[src/rtl/mealy_fsm_pkg.sv]
package mealy_fsm_pkg;
  localparam int unsigned NUM_STATES = 5;
  localparam int unsigned STATE_W    = $clog2(NUM_STATES);
  localparam int unsigned SYNC_DEPTH = 2;

  typedef logic [STATE_W-1:0] st_code_t;

  localparam st_code_t S_AC = st_code_t'(0);
  localparam st_code_t S_BE = st_code_t'(1);
  localparam st_code_t S_DH = st_code_t'(2);
  localparam st_code_t S_F  = st_code_t'(3);
  localparam st_code_t S_G  = st_code_t'(4);
endpackage

[src/rtl/mealy_rst_sync.sv]
module mealy_rst_sync #(
  parameter int unsigned STAGES = 2
) (
  input  logic clk,
  input  logic arst_n,
  output logic rst_int_n
);
  logic [STAGES-1:0] chain_q;
  logic [STAGES-1:0] chain_d;

  always_comb begin
    chain_d = {chain_q[STAGES-2:0], 1'b1};
  end

  always_ff @(posedge clk or negedge arst_n) begin
    if (!arst_n) chain_q <= '0;
    else         chain_q <= chain_d;
  end

  assign rst_int_n = chain_q[STAGES-1];
endmodule

[src/rtl/mealy_next_state.sv]
module mealy_next_state
  import mealy_fsm_pkg::*;
(
  input  st_code_t cur_st,
  input  logic     x_bit,
  output st_code_t nxt_st
);
  always_comb begin
    unique case (cur_st)
      S_AC:    nxt_st = x_bit ? S_BE : S_F;
      S_BE:    nxt_st = x_bit ? S_AC : S_DH;
      S_DH:    nxt_st = x_bit ? S_AC : S_G;
      S_F:     nxt_st = x_bit ? S_BE : S_F;
      S_G:     nxt_st = x_bit ? S_DH : S_G;
      default: nxt_st = S_AC;
    endcase
  end
endmodule

[src/rtl/mealy_out_logic.sv]
module mealy_out_logic
  import mealy_fsm_pkg::*;
(
  input  st_code_t cur_st,
  input  logic     x_bit,
  output logic     z_bit
);
  always_comb begin
    unique case (cur_st)
      S_DH:    z_bit = !x_bit;
      S_F:     z_bit = 1'b1;
      S_G:     z_bit = x_bit;
      default: z_bit = 1'b0;
    endcase
  end
endmodule

[src/rtl/mealy_reduced_fsm.sv]
module mealy_reduced_fsm
  import mealy_fsm_pkg::*;
(
  input  logic clk,
  input  logic rst_n,
  input  logic x_in,
  output logic z_out
);
  logic     rst_int_n;
  st_code_t state_q;
  st_code_t state_d;

  mealy_rst_sync #(.STAGES(SYNC_DEPTH)) u_rst_sync (
    .clk       (clk),
    .arst_n    (rst_n),
    .rst_int_n (rst_int_n)
  );

  mealy_next_state u_next (
    .cur_st (state_q),
    .x_bit  (x_in),
    .nxt_st (state_d)
  );

  mealy_out_logic u_out (
    .cur_st (state_q),
    .x_bit  (x_in),
    .z_bit  (z_out)
  );

  always_ff @(posedge clk or negedge rst_int_n) begin
    if (!rst_int_n) state_q <= S_AC;
    else            state_q <= state_d;
  end

  // only the five legal codes are ever held
  p_legal_code_r8: assert property (@(posedge clk) disable iff (!rst_int_n)
    state_q < st_code_t'(NUM_STATES));

  // the internal reset pins the machine to S_AC
  p_hold_reset_r9: assert property (@(posedge clk) disable iff (!rst_n)
    !rst_int_n |-> state_q == S_AC);

  // S_F with a zero input stays put, and drives a one
  p_f_self_loop_r5: assert property (@(posedge clk) disable iff (!rst_int_n)
    (state_q == S_F && !x_in) |=> state_q == S_F);

  p_f_output_r5: assert property (@(posedge clk) disable iff (!rst_int_n)
    state_q == S_F |-> z_out);

  // S_G with a zero input stays put
  p_g_self_loop_r6: assert property (@(posedge clk) disable iff (!rst_int_n)
    (state_q == S_G && !x_in) |=> state_q == S_G);

  // S_DH with a one input returns to S_AC
  p_dh_return_r4: assert property (@(posedge clk) disable iff (!rst_int_n)
    (state_q == S_DH && x_in) |=> state_q == S_AC);

  // S_AC never raises the output
  p_ac_quiet_r2: assert property (@(posedge clk) disable iff (!rst_int_n)
    state_q == S_AC |-> !z_out);
endmodule

[config.mk]
export PLATFORM = sky130hd
export DESIGN_NAME = mealy_reduced_fsm
export DESIGN_NICKNAME = d
export VERILOG_FILES = /design/src/rtl/mealy_fsm_pkg.sv /design/src/rtl/mealy_rst_sync.sv /design/src/rtl/mealy_next_state.sv /design/src/rtl/mealy_out_logic.sv /design/src/rtl/mealy_reduced_fsm.sv
export SDC_FILE = /design/constraint.sdc
export NUM_CORES = 1
export LEC_CHECK = 0
export BUFFER_PORTS_ARGS = -buffer_cell sky130_fd_sc_hd__buf_2
export CAP_MARGIN = 30
export CORE_AREA = 2 2 39 41
export DETAILED_ROUTE_END_ITERATION = 10
export DIE_AREA = 0 0 41 43
export GPL_ROUTABILITY_DRIVEN = 1
export HOLD_SLACK_MARGIN = 0.05
export PLACE_DENSITY_LB_ADDON = 0.25
export SLEW_MARGIN = 0
export SYNTH_ARGS = -nofsm -noshare
export SYNTH_HDL_FRONTEND = slang
export SYNTH_SLANG_ARGS = --single-unit
[constraint.sdc]
create_clock -name clk -period 1.07 [get_ports clk]
set_input_delay 0.2675 -clock clk [delete_from_list [all_inputs] [get_ports clk]]
set_output_delay 0.2675 -clock clk [all_outputs]
set_load 0.02 [all_outputs]
# Word level (Yosys, flattened, before mapping)
# Index checks and enable logic that the tools add are counted.
[totals]
input_bits = 3
elab_cells = 15
ff_bits = 5
out_inout_bits = 1
[classes]
mux = 6
reduce_logical = 3
eq_ne = 4
[op_table]
columns = ["operator", "n"]
rows = [
  ["3-bit case mux with 4 select lines", 1],
  ["3-bit by 2-bit equality test with 1-bit output, second input constant", 2],
  ["3-bit two-way mux", 2],
  ["2-bit two-way mux", 2],
  ["3-bit by 1-bit equality test with 1-bit output, second input constant", 1],
  ["3-bit equality test, second input constant", 1],
  ["3-bit logical NOT", 1],
  ["1-bit case mux with 3 select lines", 1],
  ["2-bit OR reduction", 1],
  ["1-bit logical NOT", 1],
]

# Longest topological paths before layout
[logic_depth]
word_depth = 3
depth_mapped = 2
depth_no_buf = 2

# By module
# From an unflattened synthesis, not the netlist that was laid out.
[unflattened]
hier_cells = 18
area_unflattened_um2 = 221.5
[modules_own_cells]
columns = ["mod", "area_per_inst_um2", "seq_area_each_um2", "instances", "cells_each"]
rows = [
  ["mealy_reduced_fsm", 75.1, 75.1, 1, 3],
  ["mealy_next_state", 58.8, 0.0, 1, 8],
  ["mealy_rst_sync", 53.8, 50.0, 1, 3],
  ["mealy_out_logic", 33.8, 0.0, 1, 4],
]

# Worst setup path before layout
# Ideal clock, no wire load.
[synth_path]
path_kind = "flip-flop to output port"
from = "reg state_q[2]"
to = "out z_out"
path_stages_with_launch = 3
arrival_time_ns = 0.879
path_slack_ns = -0.076
n_path_buf = 0
required_time_ns = 0.802
cell_sequence = "dfrtp_1 -> nand2b_1 -> o21ai_1"
[synth_between]
elab_chain_cells = 2
elab_cells_between_ends = 4
cone_classes = "3 x eq/ne; 1 x mux"
[synth_rtl]
columns = ["item", "line", "source"]
rows = [
  ["start, declared", "mealy_reduced_fsm.sv:10", "st_code_t state_q;"],
  ["start signal, assigned", "mealy_reduced_fsm.sv:33", "else state_q <= state_d;"],
  ["3-bit equality test / 3-bit by 2-bit equality test with 1-bit output (equally long branches)", "mealy_out_logic.sv:9", "unique case (cur_st)"],
  ["1-bit case mux with 3 select lines *", "mealy_out_logic.sv:9", ""],
  ["end, declared", "mealy_reduced_fsm.sv:7", "output logic z_out"],
]
# Mark *: on every way between the ends. The rest lies on a longest branch, timed or not.

# Final worst setup path
[layout_path]
from = "reg state_q[0]"
to = "out z_out"
# The elaborated chain is that of the path after synthesis.

==> run summary <==
The number of nets handed over by synthesis was 19. The dominant cell by count in the synthesized netlist is sky130_fd_sc_hd__dfrtp_1. The logs give 0.1826 nW for the leakage power total and 14 for the row count.

CTS saw 5 sinks. Static timing analysis puts the maximum clock frequency at 748.1 MHz. The placed instances occupy a cell area of 282.8 um^2. Summing the areas of all compound-gate instances in the mapped netlist gives 8.485% of the synthesized area. In this run, synthesis inferred 0 flip-flops with an integrated enable.

Excluding fillers, the count of instances in the completed layout stands at 52. STA classifies the critical path startpoint as a flop. Initial antenna violation count: 0. By area the synthesized netlist is led by sky130_fd_sc_hd__dfrtp_1 (61%), sky130_fd_sc_hd__nor2b_1 (9.1%), sky130_fd_sc_hd__o31ai_2 (6.1%). The max-cap check violation count is 0, and the number of warnings printed during yosys synthesis is 0. In this run, the combinational gates consume 47.8% of the power. For the final database, setup skew stands at 0.0009003 ns. Data arrives at the worst endpoint at 1.07 ns. The pin count of the biggest net entering global routing is 5. For the overall track demand over capacity in global routing, the log shows 5.758%. The run gives 565 um as the global-route wire length before repair. In the routed design, unresolved DRC markers number 0. The number of inserted diodes was 0; the switching power summed over all nets was 0.2726 mW.

The total power divided by cell area was 2308 mW/mm^2; the die span in x was 41 um. The tools report the number of distinct library cells after synthesis as 10. The proportion of synthesized chip area in sequential cells came out at 60.61%. The number of buffers added on ports is 3, and the area share of fa/ha/maj cells after synthesis is 0%. For this run, the post-layout net count is 40.

The critical path is of the flop to output port type. Class of the most critical hold timing path: primary input to async pin. The final count of hold timing violations was 0; the latest clock arrival within the worst-skew pair was 0.24 ns. The layout cell share with drive strength beyond 1 was 61.11%.

The share of async-settable or async-resettable flops after synthesis was 100.0%. TritonCTS built the clock tree. Of the total power, the share spent switching nets is 29.32%.

For the number of DRC markers after the initial detailed-route iteration, the log shows 0. The run gives 188 as the via total after detailed routing. The detail-routed via count per cell is 3.615, and the area added between synthesis and finish is 95.15%. After global routing the overflow that remains totals 0. Setup total negative slack on the finished layout was measured at -0.4139 ns. The logs give 0.6572 mW for the total internal power and 29.2% for the share of total power in sequential cells. Summed over its instances, the top area cell type makes up 60.61% of the synthesized netlist area. Summing all non-filler instances in the final layout gives an area of 402.9 um^2.

The count of nets left with antenna violations once routing finished came out at 0. Number of max-slew violations in the final report: 0. Dominant register cell in the synthesized netlist: sky130_fd_sc_hd__dfrtp_1. The number of buffers between clock root and the deepest sink came out at 2. The placed instance count came out at 40. The run gives 156 as the via count of the first global-routing pass. The logs give -0.2666 ns for the setup slack after layout and 473 um for the detailed-route wire length. The mux share of post-synthesis cell area was 0%.

The total number of H-tree levels was 1. Along the worst path, the maximum fanout reaches 3. The number of buffers created by CTS was 3.

Sorting the synthesized cells by how often they occur yields sky130_fd_sc_hd__dfrtp_1 (5), sky130_fd_sc_hd__nor2b_1 (3). The effective utilization at floorplan was 14.92%. The post-synthesis cell type with the largest combined area is sky130_fd_sc_hd__dfrtp_1. The average cell area after synthesis was 12.90 um^2.

The run gives 0.001384 mm^2 as the core footprint. For the count of final setup violators, the log shows 3. Of the total synthesized cell area, the portion taken by XOR and XNOR cells is 4.242%. Clock-pin slew was measured on the worst setup and hold paths at 0.04 ns. The logs give 0.7485 mV for the worst IR drop on VDD and 206.4 um^2 for the synthesized area.

The endpoint kind of the worst setup timing path is an output port. The synthesized design contains 5 register bits. The number of detailed-routing iterations run before antenna repair is 1. Setup repair after global routing could not meet its margin everywhere. Counting every instance in the synthesized netlist gives 16. Dividing the final minimum period by the clock period gives 124.9%. The die covers 0.001763 mm^2.

Subtracting the final worst setup slack from the clock period gives 1.337 ns. At the end of routability-driven placement, the weighted congestion stood at 0.5621. Dividing the detail-routed wire length by the instance count gives 9.096 um. The flow ran to the end, but the final reports show violations. The die is 43 um tall.

4 I/O pins were placed. The run gives 23.0% as the clock group share of total power. The tree is rooted in a sky130_fd_sc_hd__clkbuf_4.

At the worst endpoint, the required time is 0.80 ns. The final reports fail on setup timing. The synthesized-area fraction occupied by and/or/nand/nor cells was 24.85%. The combinational family with the most area after synthesis was simple AND/OR/NAND/NOR gates.
==> sequential cells by signal (all words and copies together), names as in the netlist <==
name,flops
state_q,3
u_rst_sync.chain_q,2
==> what timing repair did <==
| item | CTS | global route |
|---|---|---|
| hold buffers | 2 | 0 |
| endpoints found under the setup margin | 1 | 2 |
| pin swaps | 1 | 1 |
| buffers inserted | 2 | 4 |
| gates resized for setup | 2 | 3 |
| hold endpoints to repair | 5 | 0 |
| gates cloned | 0 | 0 |
==> stage by stage <==
step / power (mW) / util (%) / hold slack (ns) / setup WS [ns]
5_1_grt: 0.9957 / 29.11 / 0.3252 / -0.3168
3_5_place_dp: 0.5488 / 20.43 / 0.03697 / -0.05456
6_report: 0.9299 / 29.11 / 0.3433 / -0.2666
4_1_cts: 0.8337 / 25.32 / 0.3140 / -0.2707
3_3_place_gp: 0.5449 / 20.43 / 0.03535 / -0.04594
2_1_floorplan: 0.4301 / - / -0.02809 / 0.01280
==> routing by layer <==
layer  global-route usage, %  wire length, um  vias to the layer above
li1                        -                -                       94
met1                   4.918              163                       88
met2                   6.563              277                        6
met3                   6.283               33                        0
met4                   6.000                0                        0
met5                       0                0                        -
==> placed cells by master, fill, tap and decap left out <==
master | netlist | final
sky130_fd_sc_hd__buf_4 | 0 | 10
sky130_fd_sc_hd__dfrtp_1 | 5 | 5
sky130_fd_sc_hd__clkbuf_4 | 0 | 3
sky130_fd_sc_hd__nor2b_1 | 3 | 2
sky130_fd_sc_hd__dlygate4sd3_1 | 0 | 2
sky130_fd_sc_hd__buf_2 | 0 | 2
sky130_fd_sc_hd__buf_6 | 0 | 2
sky130_fd_sc_hd__nor2b_2 | 0 | 1
sky130_fd_sc_hd__nand4bb_4 | 0 | 1
sky130_fd_sc_hd__o31ai_2 | 1 | 1
sky130_fd_sc_hd__xnor2_1 | 1 | 1
sky130_fd_sc_hd__nor3_2 | 1 | 1
sky130_fd_sc_hd__nand2b_1 | 1 | 1
sky130_fd_sc_hd__o21ai_2 | 0 | 1
sky130_fd_sc_hd__nor3_1 | 1 | 1
sky130_fd_sc_hd__clkbuf_1 | 0 | 1
sky130_fd_sc_hd__conb_1 | 1 | 1
==> final timing paths <==
check                                                 from  cells past startpoint  slack (ns)                         endpoint
max                                   state_q[0]$_DFF_PN0_                      3       -0.27                            z_out
max in group asynchronous  u_rst_sync.chain_q[1]$_DFF_PN0_                      1        0.35             state_q[0]$_DFF_PN0_
min reg2reg                u_rst_sync.chain_q[0]$_DFF_PN0_                      0        0.35  u_rst_sync.chain_q[1]$_DFF_PN0_
min                                                  rst_n                      2        0.34  u_rst_sync.chain_q[1]$_DFF_PN0_
max reg2reg                           state_q[0]$_DFF_PN0_                      5       -0.08             state_q[0]$_DFF_PN0_
min in group clk           u_rst_sync.chain_q[0]$_DFF_PN0_                      0        0.35  u_rst_sync.chain_q[1]$_DFF_PN0_
==> logic make-up (layout without fill, tap and decap cells) <==
| family | Yosys count | after routing |
|---|---|---|
| buffers and inverters | 0 | 20 |
| other | 1 | 1 |
| and+or+nand+nor | 7 | 7 |
| AOI/OAI and AO/OA | 2 | 2 |
| xor gates and xnor gates | 1 | 1 |
| DFF | 5 | 5 |
==> critical path, cell delays in order, from the launching register on <==
cell	delay (ns)
sky130_fd_sc_hd__dfrtp_1	0.39
sky130_fd_sc_hd__nand4bb_4	0.23
sky130_fd_sc_hd__o21ai_2	0.08
sky130_fd_sc_hd__buf_6	0.13
==> power groups by stage <==
stage                     Clock [mW]  Sequential, mW  Combinational, mW
after floorplan                    0           0.286              0.145
after global placement             0           0.268              0.277
after detailed placement           0           0.269              0.280
after CTS                      0.227           0.262              0.345
after global routing           0.241           0.276              0.478
final                          0.214           0.271              0.445
==> layout make-up <==
cell class,count,area (um^2)
Sequential cell,5,125.1
Clock buffer,4,26.28
Fill cell,151,980.9
Multi-Input combinational cell,11,103.9
Timing Repair Buffer,16,127.6
Tap cell,16,20.02
Note: power is estimated with default switching activity, not from simulation.
